==> src/rtl/dfl_pkg.sv <==
`timescale 1ns/1ps
package dfl_pkg;

  localparam logic [31:0] CRC_POLY_REFL = 32'hEDB88320;
  localparam logic [31:0] CRC_SEED      = 32'hFFFFFFFF;

  // positions of the mode bits inside the mode register
  localparam int MODE_EN_BIT      = 0;
  localparam int MODE_PROMISC_BIT = 6;
  localparam int MODE_HASH_BIT    = 11;

  typedef struct packed {
    logic hash_en;
    logic promisc;
    logic enable;
  } filt_mode_t;

  // one byte of the reflected CRC-32, least significant bit first
  function automatic logic [31:0] crc_le_step(input logic [31:0] crc_in,
                                              input logic [7:0]  octet);
    logic [31:0] c;
    c = crc_in;
    for (int b = 0; b < 8; b++) begin
      if (c[0] ^ octet[b]) c = (c >> 1) ^ CRC_POLY_REFL;
      else                 c = c >> 1;
    end
    return c;
  endfunction

endpackage

==> src/rtl/dfl_cfg_regs.sv <==
`timescale 1ns/1ps
module dfl_cfg_regs
  import dfl_pkg::*;
#(
  parameter int REG_W      = 16,
  parameter int STA_REGS   = 3,
  parameter int HASH_WORDS = 4,
  parameter int SEL_W      = 3
) (
  input  logic                        clk,
  input  logic                        rst_n,
  input  logic                        we_i,
  input  logic [SEL_W-1:0]            sel_i,
  input  logic [REG_W-1:0]            wdata_i,
  input  logic                        sof_beat_i,
  output filt_mode_t                  mode_o,
  output logic [STA_REGS*REG_W-1:0]   station_o,
  output logic [HASH_WORDS*REG_W-1:0] table_o
);

  localparam int STA_W = STA_REGS * REG_W;
  localparam int TBL_W = HASH_WORDS * REG_W;
  localparam int TBL_SEL0 = STA_REGS + 1;

  filt_mode_t        mode_live, mode_snap;
  logic [STA_W-1:0]  sta_live,  sta_snap;
  logic [TBL_W-1:0]  tbl_live,  tbl_snap;

  // live registers written from the configuration port
  always_ff @(posedge clk or negedge rst_n) begin
    if (!rst_n) begin
      mode_live <= '0;
      sta_live  <= '0;
      tbl_live  <= '0;
    end else if (we_i) begin
      if (sel_i == SEL_W'(0)) begin
        mode_live.enable  <= wdata_i[MODE_EN_BIT];
        mode_live.promisc <= wdata_i[MODE_PROMISC_BIT];
        mode_live.hash_en <= wdata_i[MODE_HASH_BIT];
      end
      // station register s holds destination bytes 2s and 2s+1, byte 0 topmost
      for (int s = 0; s < STA_REGS; s++) begin
        if (sel_i == SEL_W'(1 + s))
          sta_live[(STA_REGS-1-s)*REG_W +: REG_W] <= wdata_i;
      end
      // table words sit in reverse: highest word at the lowest select code
      for (int w = 0; w < HASH_WORDS; w++) begin
        if (sel_i == SEL_W'(TBL_SEL0 + (HASH_WORDS - 1 - w)))
          tbl_live[w*REG_W +: REG_W] <= wdata_i;
      end
    end
  end

  // snapshot taken on every start-of-frame beat
  always_ff @(posedge clk or negedge rst_n) begin
    if (!rst_n) begin
      mode_snap <= '0;
      sta_snap  <= '0;
      tbl_snap  <= '0;
    end else if (sof_beat_i) begin
      mode_snap <= mode_live;
      sta_snap  <= sta_live;
      tbl_snap  <= tbl_live;
    end
  end

  // the start beat itself already sees the state it is about to freeze
  assign mode_o    = sof_beat_i ? mode_live : mode_snap;
  assign station_o = sof_beat_i ? sta_live  : sta_snap;
  assign table_o   = sof_beat_i ? tbl_live  : tbl_snap;

  AST_SNAP_HOLDS: assert property (@(posedge clk) disable iff (!rst_n)
    !sof_beat_i |=> $stable(mode_snap) && $stable(sta_snap) && $stable(tbl_snap));

endmodule

==> src/rtl/dfl_frame_track.sv <==
`timescale 1ns/1ps
module dfl_frame_track #(
  parameter int ADDR_BYTES = 6,
  parameter int DATA_W     = 8
) (
  input  logic                         clk,
  input  logic                         rst_n,
  input  logic                         in_valid,
  input  logic                         in_sof,
  input  logic                         in_eof,
  input  logic [DATA_W-1:0]            in_data,
  output logic                         sof_beat_o,
  output logic                         take_o,
  output logic                         full_evt_o,
  output logic                         short_evt_o,
  output logic [ADDR_BYTES*DATA_W-1:0] dest_o
);

  localparam int POS_W = $clog2(ADDR_BYTES);
  localparam logic [POS_W-1:0] LAST_POS = POS_W'(ADDR_BYTES - 1);

  logic               active_q;
  logic [POS_W-1:0]   pos_q;
  logic [POS_W-1:0]   pos;
  logic               at_last;
  logic [DATA_W-1:0]  held_q [ADDR_BYTES];

  assign sof_beat_o  = in_valid && in_sof;
  assign pos         = in_sof ? '0 : pos_q;
  assign take_o      = in_valid && (in_sof || active_q);
  assign at_last     = (pos == LAST_POS);
  assign full_evt_o  = take_o && at_last;
  assign short_evt_o = take_o && in_eof && !at_last;

  always_ff @(posedge clk or negedge rst_n) begin
    if (!rst_n) begin
      active_q <= 1'b0;
      pos_q    <= '0;
      for (int i = 0; i < ADDR_BYTES; i++) held_q[i] <= '0;
    end else if (take_o) begin
      held_q[pos] <= in_data;
      if (at_last || in_eof) begin
        active_q <= 1'b0;
        pos_q    <= '0;
      end else begin
        active_q <= 1'b1;
        pos_q    <= pos + POS_W'(1);
      end
    end
  end

  // address with the byte on the bus merged in, byte 0 in the top bits
  for (genvar i = 0; i < ADDR_BYTES; i++) begin : g_dest
    assign dest_o[(ADDR_BYTES-1-i)*DATA_W +: DATA_W] =
      (take_o && pos == POS_W'(i)) ? in_data : held_q[i];
  end

  AST_POS_BOUND: assert property (@(posedge clk) disable iff (!rst_n)
    active_q |-> (pos_q != '0) && (pos_q <= LAST_POS));

  AST_IDLE_HOLDS: assert property (@(posedge clk) disable iff (!rst_n)
    !in_valid |=> $stable(pos_q) && $stable(active_q));

endmodule

==> src/rtl/dfl_crc_acc.sv <==
`timescale 1ns/1ps
module dfl_crc_acc
  import dfl_pkg::*;
#(
  parameter int IDX_W = 6
) (
  input  logic             clk,
  input  logic             rst_n,
  input  logic             sof_beat_i,
  input  logic             take_i,
  input  logic [7:0]       in_data,
  output logic [IDX_W-1:0] hash_idx_o
);

  logic [31:0] crc_q;
  logic [31:0] crc_base;
  logic [31:0] crc_next;

  assign crc_base   = sof_beat_i ? CRC_SEED : crc_q;
  assign crc_next   = crc_le_step(crc_base, in_data);
  assign hash_idx_o = crc_next[31 -: IDX_W];

  always_ff @(posedge clk or negedge rst_n) begin
    if (!rst_n)      crc_q <= CRC_SEED;
    else if (take_i) crc_q <= crc_next;
  end

endmodule

==> src/rtl/dfl_decide.sv <==
`timescale 1ns/1ps
module dfl_decide
  import dfl_pkg::*;
#(
  parameter int ADDR_W = 48,
  parameter int TBL_W  = 64,
  parameter int IDX_W  = 6
) (
  input  logic              clk,
  input  logic              rst_n,
  input  filt_mode_t        mode_i,
  input  logic [ADDR_W-1:0] station_i,
  input  logic [ADDR_W-1:0] dest_i,
  input  logic [TBL_W-1:0]  table_i,
  input  logic [IDX_W-1:0]  hash_idx_i,
  input  logic              full_evt_i,
  input  logic              short_evt_i,
  output logic              res_valid_o,
  output logic              res_accept_o
);

  logic station_hit, bcast_hit, hash_hit, verdict;

  // table flattened word-major: word idx[5:4], bit idx[3:0]
  function automatic logic table_pick(input logic [TBL_W-1:0] tbl,
                                      input logic [IDX_W-1:0] idx);
    return tbl[idx];
  endfunction

  always_comb begin
    station_hit = (dest_i == station_i);
    bcast_hit   = &dest_i;
    hash_hit    = table_pick(table_i, hash_idx_i);
    if (!mode_i.enable)                verdict = 1'b0;
    else if (mode_i.promisc)           verdict = 1'b1;
    else if (station_hit || bcast_hit) verdict = 1'b1;
    else                               verdict = mode_i.hash_en && hash_hit;
  end

  always_ff @(posedge clk or negedge rst_n) begin
    if (!rst_n) begin
      res_valid_o  <= 1'b0;
      res_accept_o <= 1'b0;
    end else begin
      res_valid_o  <= full_evt_i || short_evt_i;
      res_accept_o <= full_evt_i && verdict;
    end
  end

  AST_OFF_REJECTS: assert property (@(posedge clk) disable iff (!rst_n)
    res_valid_o && !$past(mode_i.enable) |-> !res_accept_o);

  AST_PROMISC_TAKES: assert property (@(posedge clk) disable iff (!rst_n)
    res_valid_o && $past(full_evt_i && mode_i.enable && mode_i.promisc) |-> res_accept_o);

  AST_STATION_TAKES: assert property (@(posedge clk) disable iff (!rst_n)
    res_valid_o && $past(full_evt_i && mode_i.enable && station_hit) |-> res_accept_o);

  AST_BCAST_TAKES: assert property (@(posedge clk) disable iff (!rst_n)
    res_valid_o && $past(full_evt_i && mode_i.enable && bcast_hit) |-> res_accept_o);

  AST_HASH_GATED: assert property (@(posedge clk) disable iff (!rst_n)
    res_valid_o && $past(!mode_i.promisc && !mode_i.hash_en && !station_hit && !bcast_hit)
    |-> !res_accept_o);

  AST_SHORT_REJECTS: assert property (@(posedge clk) disable iff (!rst_n)
    res_valid_o && $past(short_evt_i) |-> !res_accept_o);

endmodule

==> src/rtl/rx_dest_filter.sv <==
`timescale 1ns/1ps
module rx_dest_filter
  import dfl_pkg::*;
#(
  parameter int ADDR_BYTES = 6,
  parameter int REG_W      = 16,
  parameter int HASH_WORDS = 4
) (
  input  logic       clk,
  input  logic       rst_n,
  input  logic       cfg_we,
  input  logic [2:0] cfg_sel,
  input  logic [15:0] cfg_wdata,
  input  logic       in_valid,
  input  logic       in_sof,
  input  logic       in_eof,
  input  logic [7:0] in_data,
  output logic       res_valid,
  output logic       res_accept
);

  localparam int DATA_W   = 8;
  localparam int ADDR_W   = ADDR_BYTES * DATA_W;
  localparam int STA_REGS = ADDR_W / REG_W;
  localparam int TBL_W    = HASH_WORDS * REG_W;
  localparam int IDX_W    = $clog2(TBL_W);
  localparam int SEL_W    = $clog2(1 + STA_REGS + HASH_WORDS);

  filt_mode_t        mode;
  logic [ADDR_W-1:0] station;
  logic [TBL_W-1:0]  hash_tbl;
  logic [ADDR_W-1:0] dest;
  logic [IDX_W-1:0]  hash_idx;
  logic              sof_beat, take, full_evt, short_evt;

  dfl_cfg_regs #(
    .REG_W(REG_W), .STA_REGS(STA_REGS), .HASH_WORDS(HASH_WORDS), .SEL_W(SEL_W)
  ) u_cfg (
    .clk(clk), .rst_n(rst_n), .we_i(cfg_we), .sel_i(cfg_sel[SEL_W-1:0]),
    .wdata_i(cfg_wdata[REG_W-1:0]), .sof_beat_i(sof_beat),
    .mode_o(mode), .station_o(station), .table_o(hash_tbl)
  );

  dfl_frame_track #(
    .ADDR_BYTES(ADDR_BYTES), .DATA_W(DATA_W)
  ) u_track (
    .clk(clk), .rst_n(rst_n), .in_valid(in_valid), .in_sof(in_sof),
    .in_eof(in_eof), .in_data(in_data), .sof_beat_o(sof_beat), .take_o(take),
    .full_evt_o(full_evt), .short_evt_o(short_evt), .dest_o(dest)
  );

  dfl_crc_acc #(
    .IDX_W(IDX_W)
  ) u_crc (
    .clk(clk), .rst_n(rst_n), .sof_beat_i(sof_beat), .take_i(take),
    .in_data(in_data), .hash_idx_o(hash_idx)
  );

  dfl_decide #(
    .ADDR_W(ADDR_W), .TBL_W(TBL_W), .IDX_W(IDX_W)
  ) u_decide (
    .clk(clk), .rst_n(rst_n), .mode_i(mode), .station_i(station), .dest_i(dest),
    .table_i(hash_tbl), .hash_idx_i(hash_idx), .full_evt_i(full_evt),
    .short_evt_i(short_evt), .res_valid_o(res_valid), .res_accept_o(res_accept)
  );

endmodule

==> config.mk <==
export PLATFORM = sky130hd
export DESIGN_NAME = rx_dest_filter
export DESIGN_NICKNAME = d
export VERILOG_FILES = /design/src/rtl/dfl_pkg.sv /design/src/rtl/dfl_cfg_regs.sv /design/src/rtl/dfl_frame_track.sv /design/src/rtl/dfl_crc_acc.sv /design/src/rtl/dfl_decide.sv /design/src/rtl/rx_dest_filter.sv
export SDC_FILE = /design/constraint.sdc
export NUM_CORES = 1
export LEC_CHECK = 0
export BUFFER_PORTS_ARGS = -buffer_cell sky130_fd_sc_hd__buf_2
export CORE_MARGIN = 3
export CORE_UTILIZATION = 42
export DETAILED_ROUTE_END_ITERATION = 7
export GPL_ROUTABILITY_DRIVEN = 0
export PLACE_DENSITY_LB_ADDON = 0.12
export SLEW_MARGIN = 40
export SYNTH_ARGS = -nofsm -noshare
export SYNTH_HDL_FRONTEND = slang
export SYNTH_HIERARCHICAL = 1
export SYNTH_SLANG_ARGS = --single-unit
==> constraint.sdc <==
create_clock -name clk -period 5.9 [get_ports clk]
set_clock_uncertainty 0.1 [all_clocks]
set_input_delay 0.885 -clock clk [delete_from_list [all_inputs] [get_ports clk]]
set_output_delay 0.885 -clock clk [all_outputs]
set_load 0.1 [all_outputs]
==> impl_metrics.toml, run 1 <==
[grt]
grt.total_usage = 0.181
antenna_found_initial = 1
grt_pass1_wl_um = 53400
grt_pass1_vias = 8593
grt_max_degree = 135
overflow = 0

[die]
start_util = 0.431
coreArea_mm2 = 0.0350
ios = 35
die-area_mm2 = 0.0382
die_h_um = 195
fp.dieW_um = 195
rows = 68

[power]
p_leak_nw = 7.45
peakVddDrop_v = 0.000458
powerDensity_mw_per_mm2 = 567

[detailed_routing]
drc = 0
drtIter0Drc = 382
vias = 8057
first_pass_iters = 4
postRouteWirelength_um = 34200
wire_per_inst_um = 22.1
antenna_left = 0
viasPerCell = 5.22

[critical_path]
critPathMaxFanout = 21
reg2reg_from = "u_crc/crc_q[1]$_DFFE_PN1P_"
worstPathCellList = "buf_2 -> and2_4 -> nor2_4 -> xnor2_4 -> xnor3_2 -> xnor2_2 -> buf_4 -> mux4_2 -> mux2_2 -> o311ai_0 -> a311oi_1 -> o311a_1"
rr_worst_depth = 11
rr_endpoint = "u_decide/res_accept_o$_DFF_PN0_"
arrival_ps = 4710
cp-end-kind = "flip-flop"
path_class = "input pin to flip-flop"
critPathSlowestCell = "xnor3_2"
cp.required_ps = 6200
reg2reg_setup_slack_ps = 1690
path_depth = 12
cp_top_family = "XOR/XNOR gates"
cpPeakStageDelay_ps = 570
cp.buffers_inverters = 2
start_kind = "input pin"

[placement]
place_area_mm2 = 0.0156
dp_hpwl_um = 22100
place_inst = 1473
port_buffers = 34

[sta]
setup_tns_ps = 0
post-route-period-util = 0.747
setup_viol = 0
rsz0062_at_grt = "no"
layout_min_cycle_time_ps = 4410
hold_violations = 0
finalMaxSlewViolations = 0
max_freq_mhz = 227
slew_headroom = 0.484
worst-slew-pin-transition_ps = 770

[clock_network]
cts_tree = "built"
cts_made_buffers = 37
cts-root-buf = "clkbuf_16"
cts.sinks = 316
post_cts_resized = 0
clk_pin_slew_worst_paths_ps = 60
clk_latency_ps = 520
cts_setup_buffers = 0
clockBufferDepth = 3
htreeDepth = 2
cts_hold_buf = 0

[run_status]
status = "complete, no violations"

[yosys]
ys_types = 62
synth_nets = 1065
synthArstFlopShare = 1.00
syn_inst = 1031
synth_ff_type = "dfrtp_1"
ys_ff_latch = 316
ys_seq_area_frac = 0.527
syn_area_mm2 = 0.0151
synth_area_per_cell_um2 = 14.6
synth_edf_count = 0
yosysWarningCount = 6

[layout]
diodes = 0
instances_no_fill = 1544
fill_cells = 3057
area_growth_pct = 12.9
layout.nets = 1094
drive_above_1_share = 0.494
design_area_mm2 = 0.0170

[job]
maxCapViolCount = 0

[worst_hold_path]
hp-class = "input pin to asynchronous set/reset pin"
stage by stage:
stage	power (W)	util	worst slack, ps	hold WS, ps
6_report	0.00965	0.487	1490	119
3_3_place_gp	0.00717	0.445	982	379
2_1_floorplan	0.00641	-	1530	366
5_1_grt	0.0102	0.487	1300	112
4_1_cts	0.00980	0.484	1510	338
3_5_place_dp	0.00723	0.446	949	383
power by group:
part           switching [W]  internal, W
Combinational        0.00189      0.00213
Clock               0.000903      0.00160
Sequential          0.000264      0.00287
Yosys cell counts (all sizes together), types with 2 or more instances:
cell type | number | area share
nor4b | 3 | 0.0032
dfstp | 32 | 0.056
o21ai | 4 | 0.0016
o31ai | 2 | 0.0010
nand3 | 2 | 0.0010
dfrtp | 284 | 0.47
a22oi | 2 | 0.0010
a21oi | 9 | 0.0030
xnor3 | 4 | 0.0061
nand4 | 17 | 0.0075
nor2b | 4 | 0.0017
inv | 5 | 0.0012
mux4 | 14 | 0.021
buf | 49 | 0.023
nor4 | 16 | 0.0066
xnor2 | 56 | 0.038
xor2 | 71 | 0.042
mux2 | 351 | 0.27
nand2 | 5 | 0.0012
a311oi | 2 | 0.0012
nand2b | 3 | 0.0012
and4bb | 4 | 0.0033
clkbuf | 14 | 0.0035
nand3b | 2 | 0.0021
nor2 | 50 | 0.013
mux2i | 6 | 0.0040
nand4b | 3 | 0.0047
placed cells by master, fill, tap and decap left out, types with 2 or more instances in the layout:
| cell | netlist | final |
|---|---|---|
| mux2_2 | 312 | 312 |
| dfrtp_1 | 284 | 284 |
| xor2_1 | 70 | 70 |
| nor2_1 | 49 | 49 |
| xnor2_1 | 49 | 46 |
| clkbuf_16 | 0 | 39 |
| mux2_4 | 39 | 39 |
| buf_2 | 24 | 33 |
| dfstp_2 | 32 | 32 |
| nor4_1 | 16 | 16 |
| nand4_1 | 16 | 16 |
| buf_4 | 10 | 14 |
| mux4_2 | 14 | 14 |
| clkbuf_1 | 14 | 10 |
| a21oi_1 | 9 | 9 |
| xnor2_2 | 5 | 8 |
| bufinv_16 | 0 | 7 |
| clkbuf_8 | 0 | 6 |
| mux2i_1 | 6 | 6 |
| inv_1 | 5 | 5 |
| nand2_1 | 5 | 5 |
| clkinv_2 | 0 | 4 |
| nor2b_1 | 4 | 4 |
| buf_12 | 0 | 3 |
| and4bb_2 | 1 | 3 |
| nand4b_4 | 3 | 3 |
| xnor3_1 | 3 | 3 |
| nand2b_1 | 3 | 3 |
| inv_6 | 0 | 2 |
| buf_16 | 0 | 2 |
| xnor2_4 | 2 | 2 |
| a311oi_1 | 2 | 2 |
| a22oi_1 | 2 | 2 |
| o31ai_1 | 2 | 2 |
| o21ai_0 | 2 | 2 |
layer usage:
metal | wire length [µm] | global-route usage
met5 | 0 | 0
met4 | 608 | 0.0415
met3 | 1040 | 0.0264
met2 | 15500 | 0.279
met1 | 17000 | 0.273
registers in the layout (all words and copies together) (netlist names):
signal and count:
u_decide/res_valid_o 1, u_cfg/mode_snap 3, u_crc/crc_q 32, u_cfg/tbl_snap 64
u_cfg/sta_snap 48, u_track/pos_q 3, u_cfg/tbl_live 64, u_cfg/mode_live 3
u_cfg/sta_live 48, u_track/held_q 48, u_track/active_q 1, u_decide/res_accept_o 1
cell type report:
class	instances	area (µm²)	area share
tap	455	569	0.0335
inverter	5	18.8	0.00110
multi-input combinational	647	6730	0.396
timing repair buffer	53	400	0.0235
clock inverter	13	248	0.0146
clock buffer	55	1100	0.0644
sequential	316	7950	0.467
how the worst max path moves through the flow:
stage | start | endpoint | slack [ps]
after floorplan | in_sof | u_decide/res_accept_o$_DFF_PN0_ | 1530
final | in_sof | u_decide/res_accept_o$_DFF_PN0_ | 1490
after CTS | in_sof | u_decide/res_accept_o$_DFF_PN0_ | 1510
after global routing | in_sof | u_decide/res_accept_o$_DFF_PN0_ | 1300
after global placement | in_sof | u_decide/res_accept_o$_DFF_PN0_ | 980
after detailed placement | in_sof | u_decide/res_accept_o$_DFF_PN0_ | 950
cell families after synthesis:
kind of cell | after synthesis | share of synthesized area
AO/OA/AOI/OAI | 30 | 0.0139
buffers and inverters | 68 | 0.0281
multiplexers | 371 | 0.297
flip-flops | 316 | 0.527
XOR/XNOR | 131 | 0.0853
adder cells (fa/ha/maj) | 1 | 0.000830
AND/OR/NAND/NOR | 114 | 0.0476
No activity file was read; power rests on OpenSTA's default activity.
==> inputs of run 2 (changes only) <==
clock period = 3.6 ns   (was 5.9 ns; I/O delays follow)
==> run 2 against run 1 <==
Effect of this change:
- sequential cell count is the same
- cell area grew 1.6%
- worst setup slack lost 1400 ps
- worst hold slack gained 43 ps
- largest power group unchanged
==> impl_metrics.toml, run 2 (same netlist as run 1, synthesis figures left out) <==
[die]
rows = 68
fp.dieW_um = 195
die_h_um = 195
start_util = 0.431
ios = 35
die-area_mm2 = 0.0382
coreArea_mm2 = 0.0350

[grt]
grt_max_degree = 99
antenna_found_initial = 0
grt_pass1_wl_um = 54500
grt_pass1_vias = 8731
grt.total_usage = 0.184
overflow = 0

[sta]
hold_violations = 0
post-route-period-util = 0.984
rsz0062_at_grt = "yes"
setup_viol = 0
layout_min_cycle_time_ps = 3540
max_freq_mhz = 282
setup_tns_ps = 0
finalMaxSlewViolations = 0
worst-slew-pin-transition_ps = 721
slew_headroom = 0.518

[layout]
drive_above_1_share = 0.518
layout.nets = 1136
instances_no_fill = 1582
diodes = 0
area_growth_pct = 14.7
final_common_cell = "mux2_2"
fill_cells = 3035
top_regs = "u_cfg/tbl_live x64, u_cfg/tbl_snap x64"
mostFrequentLayoutCells = "mux2_2, dfrtp_1, xor2_1, buf_4, nor2_1"

[placement]
place_inst = 1517
port_buffers = 34
dp_hpwl_um = 23700

[worst_hold_path]
min_path_cells = 2
hp-start = "in_eof"
worst_hold_path.endpoint = "u_track/pos_q[1]$_DFFE_PN0P_"
hp-class = "input pin to flip-flop"

[run_status]
status = "complete, no violations"

[critical_path]
path_class = "flip-flop to flip-flop"
rr_worst_depth = 11
arrival_ps = 3830
start_kind = "flip-flop"
reg2reg_from = "u_crc/crc_q[3]$_DFFE_PN1P_"
cp.required_ps = 3890
rr_endpoint = "u_decide/res_accept_o$_DFF_PN0_"
cp-end-kind = "flip-flop"
critPathMaxFanout = 5
reg2reg_setup_slack_ps = 60

[power]
p_leak_nw = 7.62
peakVddDrop_v = 0.000619
powerDensity_mw_per_mm2 = 955

[job]
maxCapViolCount = 0

[clock_network]
cts_made_buffers = 35
clk_latency_ps = 520
clockBufferDepth = 3
htreeDepth = 2
cts-root-buf = "clkbuf_16"
cts_tree = "built"
cts.sinks = 316
clk_pin_slew_worst_paths_ps = 60

[detailed_routing]
drtIter0Drc = 437
vias = 8249
viasPerCell = 5.21
antenna_left = 0
postRouteWirelength_um = 35000
drc = 0
first_pass_iters = 4
wire_per_inst_um = 22.1
## run 2: cell types whose count changed in the layout (fill, tap and decap cells not counted), moves of 3 or more
cell	before	now
buf_12	3	10
buf_4	14	50
clkbuf_16	39	36
bufinv_16	7	1
xnor2_1	46	43
## run 2: worst max path at each step
stage | from | end | cells past startpoint
after global routing | u_crc/crc_q[3]$_DFFE_PN1P_ | u_decide/res_accept_o$_DFF_PN0_ | 11
after global placement | in_data[3] | u_decide/res_accept_o$_DFF_PN0_ | 11
after detailed placement | in_sof | u_decide/res_accept_o$_DFF_PN0_ | 12
final | u_crc/crc_q[3]$_DFFE_PN1P_ | u_decide/res_accept_o$_DFF_PN0_ | 11
after floorplan | in_sof | u_decide/res_accept_o$_DFF_PN0_ | 14
after CTS | u_crc/crc_q[7]$_DFFE_PN1P_ | u_decide/res_accept_o$_DFF_PN0_ | 11
## run 2: report_power, final
| group | internal (W) | switching (W) |
|---|---|---|
| combinational | 0.00432 | 0.00355 |
| sequential | 0.00470 | 0.000428 |
| clock | 0.00208 | 0.00142 |
## run 2: per-layer routing
layer	global-route usage	wire length, µm	share of wire
met3	0.0223	890	0.025
met2	0.287	15800	0.45
met1	0.275	17600	0.50
met5	0	0	0
met4	0.0446	702	0.020
## run 2: per-stage QoR
stage                      util  setup WS (ps)  hold slack [ps]  cell area, µm²  power [W]
after detailed placement  0.459           -186              382           16100     0.0129
after floorplan               -           -138              144           15100     0.0107
after CTS                 0.492           11.9              145           17200     0.0166
final                     0.494           55.8              162           17300     0.0165
after global placement    0.459           -127              379           16100     0.0128
after global routing      0.494          -52.1              163           17300     0.0175
## run 2: critical path, cell delays in order (launching register included)
cell	delay (ps)
dfstp_2	560
xnor2_2	140
nor2_4	70
xnor2_2	150
xnor3_2	540
xnor2_4	270
buf_12	150
mux4_2	480
mux4_2	510
nor2_1	110
a311oi_1	50
o311a_1	300
## run 2: repair_timing
item,in CTS,in global routing
pin swaps,2,5
endpoints found under the hold margin,8,0
endpoints found under the setup margin,1,1
gates resized for setup,2,5
setup buffers,0,1
hold buffers,1,0
## run 2: cell type report
cell class	instances	area, µm²	area share
clock inverters	10	96.3	0.00557
well taps	455	569	0.0329
inverters	5	18.8	0.00109
multi-input cells	647	6810	0.394
repair buffers	97	805	0.0466
clock buffers	52	1040	0.0602
flip-flops and latches	316	7950	0.460
==> inputs of run 3 (changes only) <==
CORE_UTILIZATION = 57   (was 42)
SLEW_MARGIN = 20   (was 40)
==> run 3 against run 2 <==
Effect of this change:
- via count about the same
- worst hold slack improved by 10 ps
- cell count decreased by 7.8%
- cell area shrank 1.0%
- worst setup slack lost 36 ps
- clock power decreased by 3%
- global-route usage rose by 5.0 points
- first-iteration DRC count increased by 14%
- critical endpoint unchanged
- highest routed layer unchanged
==> impl_metrics.toml, run 3 (same netlist as run 1, synthesis figures left out) <==
[die]
start_util = 0.588
coreArea_mm2 = 0.0256
die_h_um = 169
rows = 58
die-area_mm2 = 0.0284
ios = 35
fp.dieW_um = 169

[layout]
layout.nets = 1142
multi_input_comb_area_mm2 = 0.00682
final_util = 0.668
top_regs = "u_cfg/tbl_live x64, u_cfg/tbl_snap x64"
seq_area_mm2 = 0.00795
mostFrequentLayoutCells = "mux2_2, dfrtp_1, xor2_1, buf_4, nor2_1"
diodes = 0
final_common_cell = "mux2_2"
drive_above_1_share = 0.520
area_growth_pct = 13.5
fill_cells = 1877
design_area_mm2 = 0.0171

[placement]
port_buffers = 34
place_area_mm2 = 0.0159
dp_hpwl_um = 21600

[critical_path]
cp-end-kind = "flip-flop"
critPathMaxFanout = 6
cp.required_ps = 3890
arrival_ps = 3870
path_class = "flip-flop to flip-flop"
start_kind = "flip-flop"

[worst_hold_path]
hp-class = "input pin to flip-flop"

[power]
peakVddDrop_v = 0.000905
p_leak_nw = 7.61
powerDensity_mw_per_mm2 = 981

[detailed_routing]
viasPerCell = 5.66
drtIter0Drc = 500
antenna_left = 0
wire_per_inst_um = 22.3
first_pass_iters = 4
drc = 0
postRouteWirelength_um = 32500
vias = 8252

[clock_network]
cts_made_buffers = 35
cts.sinks = 316
clockBufferDepth = 3
clk_latency_ps = 500
htreeDepth = 2
cts_tree = "built"
cts-root-buf = "clkbuf_16"
clk_pin_slew_worst_paths_ps = 60

[sta]
hold_violations = 0
hold_ws_ps = 172
slew_headroom = 0.545
rsz0062_at_grt = "yes"
finalMaxSlewViolations = 0
post-route-period-util = 0.994
layout_min_cycle_time_ps = 3580
worst-slew-pin-transition_ps = 681
setup_viol = 0
max_freq_mhz = 279

[job]
maxCapViolCount = 0

[grt]
grt.total_usage = 0.234
grt_pass1_wl_um = 51800
grt_pass1_vias = 8807
overflow = 0
grt_max_degree = 96
antenna_found_initial = 0

[run_status]
status = "complete, no violations"
==> run 3: per-stage QoR <==
step	instances	TNS (ps)	total power [W]	setup slack [ps]
floorplan	1031	-138	0.0107	-138
global placement	1392	-77.5	0.0124	-77.5
detailed placement	1392	-223	0.0126	-223
CTS	1453	0	0.0161	5.52
global route	1458	-55.2	0.0177	-55.2
finish	1458	0	0.0168	19.9
==> run 3: critical path: stages, from the launching register on <==
cell and delay, ps:
dfstp_2 560, xnor2_2 140, nor2_4 60, xnor2_2 150, xnor3_2 520, xnor2_4 280, buf_12 180, mux4_2 510
mux4_2 510, nor2_1 110, a311oi_1 50, o311a_1 290
==> run 3: final timing paths <==
kind / start / to / slack (ps) / cells past startpoint
setup / recovery: u_crc/crc_q[3]$_DFFE_PN1P_ / u_decide/res_accept_o$_DFF_PN0_ / 20 / 11
hold / removal: in_eof / u_track/pos_q[1]$_DFFE_PN0P_ / 170 / 2
setup reg to reg: u_crc/crc_q[3]$_DFFE_PN1P_ / u_decide/res_accept_o$_DFF_PN0_ / 20 / 11
hold reg to reg: u_cfg/tbl_snap[57]$_DFF_PN0_ / u_cfg/tbl_snap[57]$_DFF_PN0_ / 390 / 1
max in group asynchronous: rst_n / u_crc/crc_q[7]$_DFFE_PN1P_ / 1990 / 3
min in group asynchronous: rst_n / u_cfg/tbl_live[54]$_DFFE_PN0P_ / 480 / 2
==> run 3: what timing repair did <==
| item | in CTS | in global routing |
|---|---|---|
| cloned | 0 | 1 |
| hold buffers | 1 | 0 |
| buffers inserted | 3 | 4 |
| resized for setup | 1 | 12 |
| setup endpoints to repair | 1 | 1 |
| endpoints found under the hold margin | 54 | 0 |
| pin swaps | 1 | 10 |
==> run 3: cell type report <==
class / count / share of cell area
flip-flops and latches: 316 / 0.465
multi-input cells: 647 / 0.399
clock buffers: 50 / 0.0592
repair buffers: 103 / 0.0483
well taps: 330 / 0.0241
clock inverters: 7 / 0.00373
inverters: 5 / 0.00110
==> run 3: per-layer routing <==
layer,part of all wire,vias to the layer above,GRT usage
met5,0,-,0
li1,-,3806,-
met4,0.019,0,0.0541
met3,0.040,49,0.0367
met2,0.47,134,0.372
met1,0.48,4263,0.345
==> run 3: where the power goes <==
group          total (W)  internal [W]  switching (W)
registers        0.00513       0.00470       0.000433
clock network    0.00338       0.00201        0.00136
logic            0.00828       0.00463        0.00365
total             0.0168        0.0113        0.00544
